### src/rtl/t1tx_pkg.sv
package t1tx_pkg;

    localparam int BYTE_W = 8;

    localparam logic [BYTE_W-1:0] IDLE_CODE_LO = 8'h7F;
    localparam logic [BYTE_W-1:0] IDLE_CODE_HI = 8'hFF;
    localparam logic [BYTE_W-1:0] ZS_SUBST     = 8'h02;

    typedef enum logic [1:0] {
        SIG_NONE  = 2'd0,
        SIG_USE_A = 2'd1,
        SIG_USE_B = 2'd2
    } sig_kind_e;

    typedef struct packed {
        logic [BYTE_W-1:0] data;
        logic              clr;
        logic              idle;
    } chan_word_t;

    function automatic logic [BYTE_W-1:0] pick_idle(input logic sel);
        return sel ? IDLE_CODE_HI : IDLE_CODE_LO;
    endfunction

    function automatic logic [BYTE_W-1:0] put_sig(input logic [BYTE_W-1:0] b,
                                                   input sig_kind_e kind,
                                                   input logic a_bit,
                                                   input logic b_bit);
        logic [BYTE_W-1:0] r;
        r = b;
        case (kind)
            SIG_USE_A: r[0] = a_bit;
            SIG_USE_B: r[0] = b_bit;
            default:   r    = b;
        endcase
        return r;
    endfunction

    function automatic logic [BYTE_W-1:0] suppress_zero(input logic [BYTE_W-1:0] b);
        return (b == '0) ? ZS_SUBST : b;
    endfunction

endpackage

### src/rtl/t1tx_mask_bank.sv
module t1tx_mask_bank #(
    parameter int N_CH   = 24,
    parameter int BANK_W = 8,
    localparam int NB    = (N_CH + BANK_W - 1) / BANK_W,
    localparam int IW    = (NB > 1) ? $clog2(NB) : 1,
    localparam int AW    = IW + 1
) (
    input  logic              clk,
    input  logic              rst,
    input  logic              we,
    input  logic [AW-1:0]     addr,
    input  logic [BANK_W-1:0] wdata,
    output logic [N_CH-1:0]   clear_vec,
    output logic [N_CH-1:0]   idle_vec
);
    logic [NB*BANK_W-1:0] clr_flat;
    logic [NB*BANK_W-1:0] idle_flat;

    // address bit AW-1 selects the idle group, low bits select the bank
    logic          sel_idle;
    logic [IW-1:0] sel_bank;
    assign sel_idle = addr[AW-1];
    assign sel_bank = addr[IW-1:0];

    for (genvar g = 0; g < NB; g++) begin : g_bank
        logic [BANK_W-1:0] clr_q;
        logic [BANK_W-1:0] idle_q;
        logic              hit;

        assign hit = we && (sel_bank == IW'(g));

        always_ff @(posedge clk) begin
            if (rst) begin
                clr_q  <= '0;
                idle_q <= '0;
            end else if (hit) begin
                if (sel_idle) idle_q <= wdata;
                else          clr_q  <= wdata;
            end
        end

        assign clr_flat[g*BANK_W +: BANK_W]  = clr_q;
        assign idle_flat[g*BANK_W +: BANK_W] = idle_q;
    end

    assign clear_vec = clr_flat[N_CH-1:0];
    assign idle_vec  = idle_flat[N_CH-1:0];
endmodule

### src/rtl/t1tx_chan_lookup.sv
module t1tx_chan_lookup #(
    parameter int N_CH = 24,
    localparam int CW  = $clog2(N_CH)
) (
    input  logic [CW-1:0]   chan,
    input  logic [N_CH-1:0] clear_vec,
    input  logic [N_CH-1:0] idle_vec,
    output logic            clr_bit,
    output logic            idle_bit
);
    // indexes beyond the last channel select neither mask
    always_comb begin
        clr_bit  = 1'b0;
        idle_bit = 1'b0;
        for (int i = 0; i < N_CH; i++) begin
            if (chan == CW'(i)) begin
                clr_bit  = clear_vec[i];
                idle_bit = idle_vec[i];
            end
        end
    end
endmodule

### src/rtl/t1tx_insert_path.sv
module t1tx_insert_path
    import t1tx_pkg::*;
#(
    parameter int SF_LEN    = 12,
    parameter int SIG_A_FR  = 6,
    parameter int SIG_B_FR  = 12,
    localparam int FW       = $clog2(SF_LEN + 1)
) (
    input  chan_word_t        word_in,
    input  logic [FW-1:0]     frame,
    input  logic              sig_a,
    input  logic              sig_b,
    input  logic              idle_sel,
    input  logic              sig_en,
    input  logic              zs_en,
    output logic [BYTE_W-1:0] byte_out
);
    sig_kind_e  kind;
    chan_word_t st_idle;
    chan_word_t st_sig;
    chan_word_t st_zs;

    always_comb begin
        if (frame == FW'(SIG_A_FR))      kind = SIG_USE_A;
        else if (frame == FW'(SIG_B_FR)) kind = SIG_USE_B;
        else                             kind = SIG_NONE;
    end

    // stage 1: idle code replacement
    always_comb begin
        st_idle = word_in;
        if (word_in.idle) st_idle.data = pick_idle(idle_sel);
    end

    // stage 2: robbed-bit signaling, skipped on clear channels
    always_comb begin
        st_sig = st_idle;
        if (sig_en && !st_idle.clr)
            st_sig.data = put_sig(st_idle.data, kind, sig_a, sig_b);
    end

    // stage 3: zero-code suppression, last in the chain
    always_comb begin
        st_zs = st_sig;
        if (zs_en && !st_sig.clr)
            st_zs.data = suppress_zero(st_sig.data);
    end

    assign byte_out = st_zs.data;
endmodule

### src/rtl/t1tx_chan_ins.sv
module t1tx_chan_ins
    import t1tx_pkg::*;
#(
    parameter int N_CH     = 24,
    parameter int BANK_W   = 8,
    parameter int SF_LEN   = 12,
    parameter int SIG_A_FR = 6,
    parameter int SIG_B_FR = 12,
    localparam int CW      = $clog2(N_CH),
    localparam int FW      = $clog2(SF_LEN + 1),
    localparam int NB      = (N_CH + BANK_W - 1) / BANK_W,
    localparam int IW      = (NB > 1) ? $clog2(NB) : 1,
    localparam int AW      = IW + 1
) (
    input  logic              clk,
    input  logic              rst,
    input  logic              cfg_we,
    input  logic [AW-1:0]     cfg_addr,
    input  logic [BANK_W-1:0] cfg_wdata,
    input  logic              idle_sel,
    input  logic              sig_en,
    input  logic              zs_en,
    input  logic              in_valid,
    input  logic [BYTE_W-1:0] in_data,
    input  logic [CW-1:0]     in_chan,
    input  logic [FW-1:0]     in_frame,
    input  logic              in_sig_a,
    input  logic              in_sig_b,
    output logic              out_valid,
    output logic [BYTE_W-1:0] out_data
);
    logic [N_CH-1:0]   clear_vec;
    logic [N_CH-1:0]   idle_vec;
    logic              clr_bit;
    logic              idle_bit;
    chan_word_t        word;
    logic [BYTE_W-1:0] result;

    t1tx_mask_bank #(.N_CH(N_CH), .BANK_W(BANK_W)) u_masks (
        .clk       (clk),
        .rst       (rst),
        .we        (cfg_we),
        .addr      (cfg_addr),
        .wdata     (cfg_wdata),
        .clear_vec (clear_vec),
        .idle_vec  (idle_vec)
    );

    t1tx_chan_lookup #(.N_CH(N_CH)) u_lookup (
        .chan      (in_chan),
        .clear_vec (clear_vec),
        .idle_vec  (idle_vec),
        .clr_bit   (clr_bit),
        .idle_bit  (idle_bit)
    );

    always_comb begin
        word.data = in_data;
        word.clr  = clr_bit;
        word.idle = idle_bit;
    end

    t1tx_insert_path #(
        .SF_LEN   (SF_LEN),
        .SIG_A_FR (SIG_A_FR),
        .SIG_B_FR (SIG_B_FR)
    ) u_path (
        .word_in  (word),
        .frame    (in_frame),
        .sig_a    (in_sig_a),
        .sig_b    (in_sig_b),
        .idle_sel (idle_sel),
        .sig_en   (sig_en),
        .zs_en    (zs_en),
        .byte_out (result)
    );

    always_ff @(posedge clk) begin
        if (rst) begin
            out_valid <= 1'b0;
            out_data  <= '0;
        end else begin
            out_valid <= in_valid;
            if (in_valid) out_data <= result;
        end
    end
endmodule

### config.mk
export PLATFORM = sky130hd
export DESIGN_NAME = t1tx_chan_ins
export DESIGN_NICKNAME = d
export VERILOG_FILES = /design/src/rtl/t1tx_pkg.sv /design/src/rtl/t1tx_mask_bank.sv /design/src/rtl/t1tx_chan_lookup.sv /design/src/rtl/t1tx_insert_path.sv /design/src/rtl/t1tx_chan_ins.sv
export SDC_FILE = /design/constraint.sdc
export NUM_CORES = 1
export LEC_CHECK = 0
export BUFFER_PORTS_ARGS = -buffer_cell sky130_fd_sc_hd__buf_2
export CORE_MARGIN = 3
export CORE_UTILIZATION = 36
export CTS_CLUSTER_SIZE = 28
export DETAILED_ROUTE_END_ITERATION = 16
export GPL_TIMING_DRIVEN = 0
export MAX_ROUTING_LAYER = met4
export PLACE_DENSITY = 0.64
export SLEW_MARGIN = 20
export SYNTH_ARGS = -nofsm -noshare
export SYNTH_HDL_FRONTEND = slang
export SYNTH_SLANG_ARGS = --single-unit
### constraint.sdc
create_clock -name clk -period 1.92 [get_ports clk]
set_clock_uncertainty 0.15 [all_clocks]
set_input_delay 0 -clock clk [delete_from_list [all_inputs] [get_ports clk]]
set_output_delay 0 -clock clk [all_outputs]
set_load 0.02 [all_outputs]
==> impl_metrics.json <==
{
  "cells_along_the_critical_path": "or3b_4, a21oi_4, a21oi_2, or3_4, o31ai_4, nand3_2, a311oi_2",
  "initial_core_util_pct": 37.9,
  "clock-root-buffer": "clkbuf_8",
  "peakVddDrop_uv": 483,
  "worst_r2r_endpoint": "out_data[0]",
  "synth.area.mux_share_pct": 4.06,
  "period_minus_slack_ns": 2.09,
  "synth_flop_cell": "dfxtp_1",
  "drt-initial-drc-count": 238,
  "synth-async-reset-ratio_pct": 0,
  "worstPathRequired_ns": 2.03,
  "globalRouteTotalUtil_pct": 20.2,
  "die-width_microns": 97.1,
  "finalInstanceArea_sq_um": 3840,
  "slew_headroom_pct": 33.0,
  "via_count_of_the_routed_design": 3112,
  "place_ws_ns": -0.342,
  "drt-wirelength-per-cell_microns": 16.3,
  "ant_nets": 0,
  "antennaDiodeCount": 0,
  "critical_path.max_fanout": 2,
  "hold_path_class": "in2reg",
  "number_of_synthesized_flops_with_an_enable_pin": 0,
  "cap_violations": 0,
  "worst_setup_hold_path_clk_slew_ns": 0.06,
  "post_synth_xor_area_fraction_pct": 0.586,
  "yosysTopAreaCell": "dfxtp_1",
  "synth.lib_cells_used.distinct": 60,
  "finalCritPeriodShare_pct": 109,
  "maximum_number_of_pins_on_one_net_before_global_route_repair": 11,
  "critical_setup_path_class": "reg2reg",
  "postSynthRegisterBits": 57,
  "areaGrowthSynthToFinish_pct": 28.4,
  "post-route-drc-count": 0,
  "violated_checks": "hold timing, setup timing",
  "synth_top_family_by_area": "simple AND/OR/NAND/NOR gates",
  "first_global_vias": 2866,
  "die_height_microns": 97.1,
  "synth_compound_area_share_pct": 22.8,
  "worstSetupStartpointType": "flop",
  "critical-path-slowest-cell": "or3b_4",
  "final.setup.tns_ns": -0.341,
  "die_area_sq_um": 9430,
  "synth_area_leaders": "dfxtp_1, nand2_1, a21oi_1",
  "core_region_area_sq_um": 7890,
  "report.final.setup_viol": 2,
  "worst-endpoint-arrival_ns": 2.20,
  "worst_setup_path_end_kind": "flop",
  "clock_latency_ns": 0.34,
  "port-buffer-count": 44,
  "clkSinkCount": 57,
  "synthAdderAreaFrac_pct": 0,
  "cts_inserted_buffers": 9,
  "finish.net_count": 506,
  "leftover_overflow_at_the_end_of_global_routing": 0,
  "hold_start": "cfg_addr[2]",
  "synth_fp_nets": 427,
  "slew_viol_final": 0,
  "place.detailed.hpwl_microns": 6550,
  "core.rowCount": 32,
  "timing.final.ws_setup_ns": -0.173,
  "cp_slowest_stage_delay_ns": 0.39,
  "route.detailed.vias_per_inst": 5.40,
  "power.density_cell_area_nw_per_um2": 702,
  "grt_setup_unrepaired": "true",
  "cts-root-to-sink-buffers": 2,
  "firstDrtPassIters": 5,
  "min_delay_worst_endpoint": "u_masks.g_bank[1].clr_q[3]",
  "place.gp.congestion": 0.946,
  "postRouteWirelength_microns": 9420,
  "ff2ff_setup_slack_ns": -0.17,
  "power_leakage_nw": 1.44,
  "yosysTopAreaCellShare_pct": 38.2,
  "fmax_ghz": 0.478,
  "placed_cell_area_sq_um": 3340,
  "top_level_ports": 46,
  "synth_area_per_cell_sq_um": 7.66,
  "tritoncts_clock_tree": "yes",
  "crit-reg2reg-launch": "u_masks.g_bank[1].clr_q[5]",
  "syn_inst": 390,
  "ys_warn_count": 0,
  "synth_sequential_area_ratio_pct": 38.2,
  "cts_htree_levels": 3,
  "grt_first_pass_wirelength_microns": 14800,
  "finalHoldViolCount": 8,
  "worstRegToRegCells": 7,
  "synth_simple_gate_area_share_pct": 29.1,
  "finalCoreUtilization_pct": 48.7,
  "synth_area_sq_um": 2990,
  "fin_hold_ws_ns": -0.0238,
  "synth_most_common_cell": "nand2_1",
  "tightest_slew_ns": 0.997,
  "synth_top_cells_by_count": "nand2_1, dfxtp_1, a21oi_1",
  "layout-drive-gt1-share_pct": 21.5,
  "initial_antenna_violation_count": 0,
  "status": "finished, violations left",
  "holdPathStages": 4
}
critical path, delay by kind of cell (launching register included):
family	cells	cell delay, ns
simple gates	3	0.87
flops	1	0.32
compound gates	4	0.67
kinds of logic after synthesis:
family                    count (synthesis)
and+or+nand+nor                         184
xor gates and xnor gates                  2
buffers and inverters                    32
muxes                                    12
AOI/OAI and AO/OA                       103
DFF                                      57
flip-flops by register name, summed over array words and instances, names as in the netlist:
name,flops
u_masks.g_bank.clr_q,24
out_valid,1
u_masks.g_bank.idle_q,24
out_data,8
worst max path at each step:
stage,startpoint,cells past startpoint,to,slack [ns]
after global routing,u_masks.g_bank[1].clr_q[5],7,out_data[0],-0.26
after global placement,in_chan[0],10,out_data[2],-0.34
after floorplan,u_masks.g_bank[1].clr_q[5],7,out_data[1],-0.04
after CTS,u_masks.g_bank[1].clr_q[5],7,out_data[0],-0.19
final,u_masks.g_bank[1].clr_q[5],7,out_data[0],-0.17
after detailed placement,in_chan[0],10,out_data[2],-0.34
placed cells by master, fill, tap and decap left out, types with 10 or more instances in the layout:
master         count
a21oi_1           47
buf_2             50
clkbuf_1          12
clkbuf_8          11
dfxtp_1           54
dlygate4sd3_1     22
inv_1             10
mux2i_1           11
nand2_1           90
nor2_1            34
o21ai_0           11
power breakdown:
part / switching, W / internal [W]
registers: 0.0000210 / 0.00122
logic: 0.000260 / 0.000189
clock network: 0.000472 / 0.000533
total: 0.000754 / 0.00194
final cells by class:
type | instances | area (sq um)
Timing Repair Buffer | 68 | 459
Clock buffer | 13 | 159
Multi-Input combinational cell | 301 | 1770
Buffer | 22 | 120
Sequential cell | 57 | 1140
Clock inverter | 3 | 15.0
Fill cell | 807 | 4050
Inverter | 10 | 37.5
Tap cell | 102 | 128
metrics by stage:
step	cells	power, W
2_1_floorplan	390	0.00150
3_3_place_gp	536	0.00165
3_5_place_dp	536	0.00165
4_1_cts	575	0.00269
5_1_grt	576	0.00280
6_report	576	0.00269
timing repair:
| action | in CTS | in global routing |
|---|---|---|
| hold buffers | 21 | 1 |
| endpoints found under the setup margin | 8 | 8 |
| setup buffers | 2 | 0 |
| hold endpoints to repair | 57 | 6 |
| gates resized for setup | 9 | 10 |
| pin swaps | 9 | 5 |
routing by layer:
layer / global-route usage [%] / vias up / routed length, microns
met5: - / - / 0
met1: 26.2 / 1444 / 4220
met2: 32.4 / 117 / 4410
met4: 5.83 / 0 / 149
li1: - / 1531 / -
met3: 3.59 / 20 / 633
Power figures use the tool's default switching activity.
